==> config.mk <==
export PLATFORM = sky130hd
export DESIGN_NAME = rtc_calendar_core
export DESIGN_NICKNAME = d
export VERILOG_FILES = /design/src/rtl/rtc_cal_pkg.sv /design/src/rtl/rtc_sec_prescaler.sv /design/src/rtl/rtc_cal_fields.sv /design/src/rtl/rtc_bcd_readout.sv /design/src/rtl/rtc_calendar_core.sv
export SDC_FILE = /design/constraint.sdc
export NUM_CORES = 1
export LEC_CHECK = 0
export BUFFER_PORTS_ARGS = -buffer_cell sky130_fd_sc_hd__buf_2
export CORE_UTILIZATION = 40
export CTS_BUF_LIST = sky130_fd_sc_hd__clkbuf_16
export CTS_CLUSTER_DIAMETER = 120
export CTS_CLUSTER_SIZE = 30
export DETAILED_ROUTE_END_ITERATION = 8
export GPL_TIMING_DRIVEN = 0
export SETUP_SLACK_MARGIN = 0.5
export SYNTH_ARGS = -nofsm -noshare
export SYNTH_HDL_FRONTEND = slang
export SYNTH_SLANG_ARGS = --single-unit
==> constraint.sdc <==
create_clock -name clk -period 19.05 [get_ports clk]
set_input_delay 1.905 -clock clk [delete_from_list [all_inputs] [get_ports clk]]
set_output_delay 1.905 -clock clk [all_outputs]
set_load 0.01 [all_outputs]
==> src/rtl/rtc_cal_pkg.sv <==
package rtc_cal_pkg;

    localparam int SEC_W     = 6;
    localparam int MIN_W     = 6;
    localparam int HOUR_W    = 5;
    localparam int MDAY_W    = 5;
    localparam int WDAY_W    = 3;
    localparam int MON_W     = 4;
    localparam int YEAR_W    = 10;
    localparam int YEAR_SPAN = 1000;
    localparam int DATA_W    = 12;

    typedef enum logic [2:0] {
        SEL_SEC  = 3'd0,
        SEL_MIN  = 3'd1,
        SEL_HOUR = 3'd2,
        SEL_MDAY = 3'd3,
        SEL_WDAY = 3'd4,
        SEL_MON  = 3'd5,
        SEL_YEAR = 3'd6,
        SEL_NONE = 3'd7
    } field_sel_e;

    typedef struct packed {
        logic [YEAR_W-1:0] year;
        logic [MON_W-1:0]  mon;
        logic [MDAY_W-1:0] mday;
        logic [WDAY_W-1:0] wday;
        logic [HOUR_W-1:0] hour;
        logic [MIN_W-1:0]  mins;
        logic [SEC_W-1:0]  sec;
    } cal_time_t;

    // two BCD digits to binary (0..165 for any byte)
    function automatic logic [7:0] bcd_to_bin(input logic [7:0] b);
        return 8'({4'd0, b[7:4]} * 8'd10 + {4'd0, b[3:0]});
    endfunction

    // binary 0..99 to two BCD digits
    function automatic logic [7:0] bin_to_bcd(input logic [6:0] v);
        logic [6:0] tens;
        logic [6:0] units;
        tens  = v / 7'd10;
        units = v % 7'd10;
        return {tens[3:0], units[3:0]};
    endfunction

    function automatic logic leap_year(input logic [YEAR_W-1:0] y, input int base);
        int full;
        full = int'(y) + base;
        return ((full % 4) == 0) && (((full % 100) != 0) || ((full % 400) == 0));
    endfunction

    // month is 0-based internally; unknown codes get 31 days
    function automatic logic [4:0] month_days(input logic [MON_W-1:0] m, input logic leap);
        logic [4:0] d;
        case (m)
            4'd1:                  d = leap ? 5'd29 : 5'd28;
            4'd3, 4'd5, 4'd8, 4'd10: d = 5'd30;
            default:               d = 5'd31;
        endcase
        return d;
    endfunction

endpackage

==> src/rtl/rtc_sec_prescaler.sv <==
module rtc_sec_prescaler #(
    parameter int TICKS = 32768
) (
    input  logic clk,
    input  logic rst,
    input  logic run_en,
    input  logic base_tick,
    output logic adv,
    output logic strobe
);
    localparam int CW = (TICKS > 1) ? $clog2(TICKS) : 1;
    localparam logic [CW-1:0] LAST = CW'(TICKS - 1);

    logic [CW-1:0] cnt;

    assign adv = run_en && base_tick && (cnt == LAST);

    always_ff @(posedge clk) begin
        if (rst || !run_en) begin
            cnt <= '0;
        end else if (base_tick) begin
            cnt <= adv ? '0 : cnt + 1'b1;
        end
    end

    always_ff @(posedge clk) begin
        if (rst) begin
            strobe <= 1'b0;
        end else begin
            strobe <= adv;
        end
    end

endmodule

==> src/rtl/rtc_cal_fields.sv <==
module rtc_cal_fields
    import rtc_cal_pkg::*;
#(
    parameter int YEAR_BASE = 1900
) (
    input  logic              clk,
    input  logic              rst,
    input  logic              adv,
    input  logic              wr_ok,
    input  field_sel_e        wr_sel,
    input  logic [DATA_W-1:0] wr_data,
    output cal_time_t         cur
);
    localparam cal_time_t RESET_TIME = '{year: '0, mon: '0, mday: MDAY_W'(1),
                                         wday: '0, hour: '0, mins: '0, sec: '0};

    cal_time_t          nxt;
    logic [SEC_W:0]     sec_inc;
    logic [MIN_W:0]     min_inc;
    logic [HOUR_W:0]    hour_inc;
    logic [WDAY_W:0]    wday_inc;
    logic [MDAY_W:0]    day_inc;
    logic [MON_W:0]     mon_inc;
    logic [YEAR_W:0]    year_inc;
    logic [4:0]         dim;
    logic               c_min, c_hour, c_day, c_mon, c_year;
    logic [7:0]         wr_bin;
    logic [7:0]         wr_mon;
    logic [11:0]        wr_year;

    always_comb begin
        sec_inc  = {1'b0, cur.sec} + 1'b1;
        min_inc  = {1'b0, cur.mins} + 1'b1;
        hour_inc = {1'b0, cur.hour} + 1'b1;
        wday_inc = {1'b0, cur.wday} + 1'b1;
        day_inc  = {1'b0, cur.mday} + 1'b1;
        mon_inc  = {1'b0, cur.mon} + 1'b1;
        year_inc = {1'b0, cur.year} + 1'b1;
        dim      = month_days(cur.mon, leap_year(cur.year, YEAR_BASE));

        c_min  = adv    && (sec_inc  >= (SEC_W+1)'(60));
        c_hour = c_min  && (min_inc  >= (MIN_W+1)'(60));
        c_day  = c_hour && (hour_inc >= (HOUR_W+1)'(24));
        c_mon  = c_day  && (day_inc  >  {1'b0, dim});
        c_year = c_mon  && (mon_inc  >= (MON_W+1)'(12));

        nxt = cur;
        if (adv)    nxt.sec  = c_min  ? '0 : sec_inc[SEC_W-1:0];
        if (c_min)  nxt.mins = c_hour ? '0 : min_inc[MIN_W-1:0];
        if (c_hour) nxt.hour = c_day  ? '0 : hour_inc[HOUR_W-1:0];
        if (c_day) begin
            nxt.wday = (wday_inc >= (WDAY_W+1)'(7)) ? '0 : wday_inc[WDAY_W-1:0];
            nxt.mday = c_mon ? MDAY_W'(1) : day_inc[MDAY_W-1:0];
        end
        if (c_mon)  nxt.mon  = c_year ? '0 : mon_inc[MON_W-1:0];
        if (c_year) nxt.year = (year_inc >= (YEAR_W+1)'(YEAR_SPAN)) ? '0 : year_inc[YEAR_W-1:0];

        // an accepted write overrides the selected field only
        wr_bin  = bcd_to_bin(wr_data[7:0]);
        wr_mon  = wr_bin - 8'd1;
        wr_year = 12'(wr_bin) + 12'(wr_data[11:8]) * 12'd100;
        if (wr_ok) begin
            case (wr_sel)
                SEL_SEC:  nxt.sec  = wr_bin[SEC_W-1:0];
                SEL_MIN:  nxt.mins = wr_bin[MIN_W-1:0];
                SEL_HOUR: nxt.hour = wr_bin[HOUR_W-1:0];
                SEL_MDAY: nxt.mday = wr_bin[MDAY_W-1:0];
                SEL_WDAY: nxt.wday = wr_bin[WDAY_W-1:0];
                SEL_MON:  nxt.mon  = wr_mon[MON_W-1:0];
                SEL_YEAR: nxt.year = wr_year[YEAR_W-1:0];
                default:  ;
            endcase
        end
    end

    always_ff @(posedge clk) begin
        if (rst) begin
            cur <= RESET_TIME;
        end else begin
            cur <= nxt;
        end
    end

endmodule

==> src/rtl/rtc_bcd_readout.sv <==
module rtc_bcd_readout
    import rtc_cal_pkg::*;
(
    input  cal_time_t         cur,
    input  field_sel_e        sel,
    output logic [DATA_W-1:0] data
);
    logic [6:0] y_lo;
    logic [3:0] y_hi;

    always_comb begin
        y_lo = 7'(cur.year % YEAR_W'(100));
        y_hi = 4'(cur.year / YEAR_W'(100));
        case (sel)
            SEL_SEC:  data = {4'h0, bin_to_bcd(7'(cur.sec))};
            SEL_MIN:  data = {4'h0, bin_to_bcd(7'(cur.mins))};
            SEL_HOUR: data = {4'h0, bin_to_bcd(7'(cur.hour))};
            SEL_MDAY: data = {4'h0, bin_to_bcd(7'(cur.mday))};
            SEL_WDAY: data = {4'h0, bin_to_bcd(7'(cur.wday))};
            SEL_MON:  data = {4'h0, bin_to_bcd(7'(cur.mon) + 7'd1)};
            SEL_YEAR: data = {y_hi, bin_to_bcd(y_lo)};
            default:  data = '0;
        endcase
    end

endmodule

==> src/rtl/rtc_calendar_core.sv <==
module rtc_calendar_core
    import rtc_cal_pkg::*;
#(
    parameter int TICKS_PER_SEC = 32768,
    parameter int YEAR_BASE     = 1900
) (
    input  logic        clk,
    input  logic        rst,
    input  logic        base_tick,
    input  logic        run_en,
    input  logic        wr_en,
    input  logic [2:0]  wr_sel,
    input  logic [11:0] wr_data,
    input  logic [2:0]  rd_sel,
    output logic [11:0] rd_data,
    output logic        sec_strobe
);
    cal_time_t cur_time;
    logic      adv;

    rtc_sec_prescaler #(.TICKS(TICKS_PER_SEC)) u_presc (
        .clk       (clk),
        .rst       (rst),
        .run_en    (run_en),
        .base_tick (base_tick),
        .adv       (adv),
        .strobe    (sec_strobe)
    );

    rtc_cal_fields #(.YEAR_BASE(YEAR_BASE)) u_fields (
        .clk     (clk),
        .rst     (rst),
        .adv     (adv),
        .wr_ok   (wr_en && run_en),
        .wr_sel  (field_sel_e'(wr_sel)),
        .wr_data (wr_data),
        .cur     (cur_time)
    );

    rtc_bcd_readout u_read (
        .cur  (cur_time),
        .sel  (field_sel_e'(rd_sel)),
        .data (rd_data)
    );

endmodule

==> summary.md <==
| Metric | Value |
|---|---|
| LEAKAGE | `~3 nW` |
| Largest net degree at the start of global routing | `17` |
| Detailed Routing Iterations Pass 1 | `5` |
| Layout cells sized above 1 | `10.8%` |
| IO buf count | `32` |
| Core Area | `0.0180 mm^2` |
| Worst Hold Margin | `about 0.50 ns` |
| Setup ws final | `8.85 ns` |
| Post-route cell area | `0.00793 mm^2` |
| Maximum VDD drop | `around 33 uV` |
| Syn. warnings | `0` |
| GRT overflow | `0` |
| Startpoint types | `flop` |
| Gr usage total | `between 20% and 30%` |
| Global-route wire length before repair | `33400 um` |
| Slew Viols, Final | `0` |
| Clk pwr share | `a little over a quarter` |
| Vias in the first global route | `6897` |
| Post-layout min period | `10.20 ns` |
| Die W | `137 um` |
| Nets | `between 1000 and 1500` |
| Tcrit/Tclk final | `53.5%` |
| Post-Syn Area | `0.00734 mm^2` |
| Dpl cells | `1272` |
| # IOs | `36` |
| Routed vias/inst | `around 5.9` |
| Drt wl/cell | `15.9 um` |
| Final hold vios | `0` |
| WP data arrival | `8.30 ns` |
| Skew-Pair Late Insertion Delay | `0.30 ns` |
| Seq pwr share | `34.8%` |
| Number of antenna diodes | `0` |
| #FFs+latches synth | `55` |
| Setup TNS | `0 ns` |
| Die height | `137 um` |
| Post_cts resized | `0` |
| Area grow syn2layout | `7.99%` |
| Residual DRC | `0` |
| CP top delay family | `simple AND/OR/NAND/NOR gates` |
| Sink Count | `55` |
| GPL Wtd Cong | `around 0.90` |
| Die ar. | `0.0189 mm^2` |
| Via Count | `7578` |
| Power per cell area | `43.7 mW/mm^2` |
| Post-CTS Setup Repair Bufs | `0` |
| Fraction of registers with async set or reset after synthesis | `0%` |
| H-tree depth | `2` |
| Number of max-cap violations | `0` |
| Synth Area in XOR/XNOR | `6.78%` |
| Placement row count | `49` |
| Main combinational cell family by area after synthesis | `compound AO/OA/AOI/OAI gates` |
| DPL Wire Length | `around 16000 um` |
| Comb pwr share | `38.7%` |
| Layout Skew | `0.00773 ns` |
| CP Capture Type | `output pin` |
| Mux share of post-synthesis cell area | `4.91%` |
| Syn nets | `1087` |
| Commonest non-fill, non-tap cells in the layout | `124 x nor2_1, 82 x nand2_1, 72 x a21oi_1` |
| Number of hold buffers added after CTS | `0` |
| P_int | `0.220 mW` |
| Seq/Total Area, Yosys | `15.0%` |
| Post-Place Worst Slack | `9.23 ns` |
| RSZ-0062 raised after global routing | `no` |
| Layout Cells excl Fill | `1280` |
| Clk pin slew, worst setup/hold paths | `0.07 ns` |
| Outcome | `completed` |
| Final setup viols | `0` |
| Setup Crit Path Kind | `reg2out` |
| ANT nets after route | `0` |
| Adder-cell share of the synthesized area | `9.44%` |
| Syn Area/Cell | `7.26 um^2` |
| Fin util | `44.1%` |
| Rel. slew slack | `30.3%` |
| Crit path buffers/inverters | `5` |
| Initial core utilization | `40.9%` |
| Main flop type after synthesis | `dfxtp_1` |
| Cells after Synth | `1011` |
| Most used cell, CP | `ha_1` |
| Commonest non-fill, non-tap cell in the layout | `nor2_1` |
| Hold crit path type | `reg2reg` |
| CTS tree | `built` |
| Synth Area in Simple Gates | `between 20% and 30%` |
| Worst r2r src | `u_fields.cur[31]$_SDFF_PP0_` |
| CP Data Required Time | `17.14 ns` |
| Total Power | `0.346 mW` |
| Compound-Gate Fraction of Synth Area | `a little under a third` |
| DRT iter0 DRCs | `around 440` |
| Final wirelength | `~20000 um` |
| CP peak stage delay | `0.66 ns` |
| Placed Area | `0.00779 mm^2` |
| Number of synthesized flops with an enable pin | `0` |
| Initial antenna violation count | `0` |
| Switching part of the total | `36.5%` |
| Crit. Startpoint | `u_fields.cur[31]$_SDFF_PP0_` |
| Post-synthesis cell type count | `96` |
| Clk buf depth | `2` |
| Switch Pwr | `~0.13 mW` |
| Critical-path top delay cell | `nor4_1` |
| Slew @ Worst Pin | `1.03 ns` |
| Crit-path max FO | `10` |
| Root Driver | `clkbuf_16` |
| FMAX | `between 90 and 100 MHz` |
| Hold_sp | `u_presc.cnt[1]$_SDFFE_PP0P_` |
| CTS Buf Count | `5` |
-- state kept, by name (all words and copies together), names as in the netlist --
name / count
u_presc.cnt: 15
u_presc.strobe: 1
u_fields.cur: 39
-- worst reg2reg max path, delay by kind of cell (launching register included) --
family | cells | cell delay (ns)
AND/OR/NAND/NOR | 14 | 3.28
buffers and inverters | 4 | 1.37
flip-flops | 1 | 0.42
AO/OA/AOI/OAI | 12 | 3.55
adder cells (fa/ha/maj) | 3 | 0.95
-- synth_stat cells (15+ instances only) --
library cell / number / area share [%]
o21ai_0: 63 / 4.3
nand3_1: 37 / 2.5
xnor2_1: 32 / 3.8
nor2_1: 124 / 6.3
nor3_1: 38 / 2.6
clkbuf_1: 32 / 1.6
inv_1: 35 / 1.8
nand2b_1: 16 / 1.4
a21oi_1: 72 / 4.9
ha_1: 49 / 8.3
dfxtp_1: 55 / 15
a211oi_1: 32 / 3.3
nand2_1: 82 / 4.2
and3_1: 15 / 1.3
xor2_1: 23 / 2.7
-- final cells by class --
class                           count  area [um^2]
Tap cell                          229          287
Inverter                           35          131
Multi-Input combinational cell    875         5910
Clock inverter                      3         15.0
Buffer                             46          198
Timing Repair Buffer               32          160
Sequential cell                    55         1100
Fill cell                        1903        10000
Clock buffer                        5          125
-- routing by layer --
metal  GRT usage [%]  routed length (um)  up-vias
li1                -                   -     3857
met1            29.6                9660     3506
met2            37.3                9520      196
met3            1.80                 928       19
met4            4.95                 264        0
met5               0                   0        -
-- logic make-up after synthesis --
kind of cell | after synthesis
AO/OA/AOI/OAI | 322
multiplexers | 27
buffers and inverters | 81
AND/OR/NAND/NOR | 417
flip-flops | 55
adder cells (fa/ha/maj) | 53
XOR/XNOR | 56
-- power groups by stage --
| stage | clock network (mW) | registers [mW] | logic, mW |
|---|---|---|---|
| after floorplan | 0 | 0.122 | 0.103 |
| after global placement | 0 | 0.123 | 0.132 |
| after detailed placement | 0 | 0.123 | 0.133 |
| after CTS | 0.0956 | 0.120 | 0.134 |
| after global routing | 0.101 | 0.121 | 0.150 |
| final | 0.0920 | 0.120 | 0.134 |
-- path summary, 6_finish.rpt --
kind,to,slack (ns),depth (start not counted)
worst max register to register,u_fields.cur[35]$_SDFF_PP0_,9.41,33
worst min register to register,u_presc.cnt[1]$_SDFFE_PP0P_,0.50,2
worst max-delay path,rd_data[2],8.85,27
worst min-delay path,u_presc.cnt[1]$_SDFFE_PP0P_,0.50,2
Note: power is estimated with default switching activity, not from simulation.
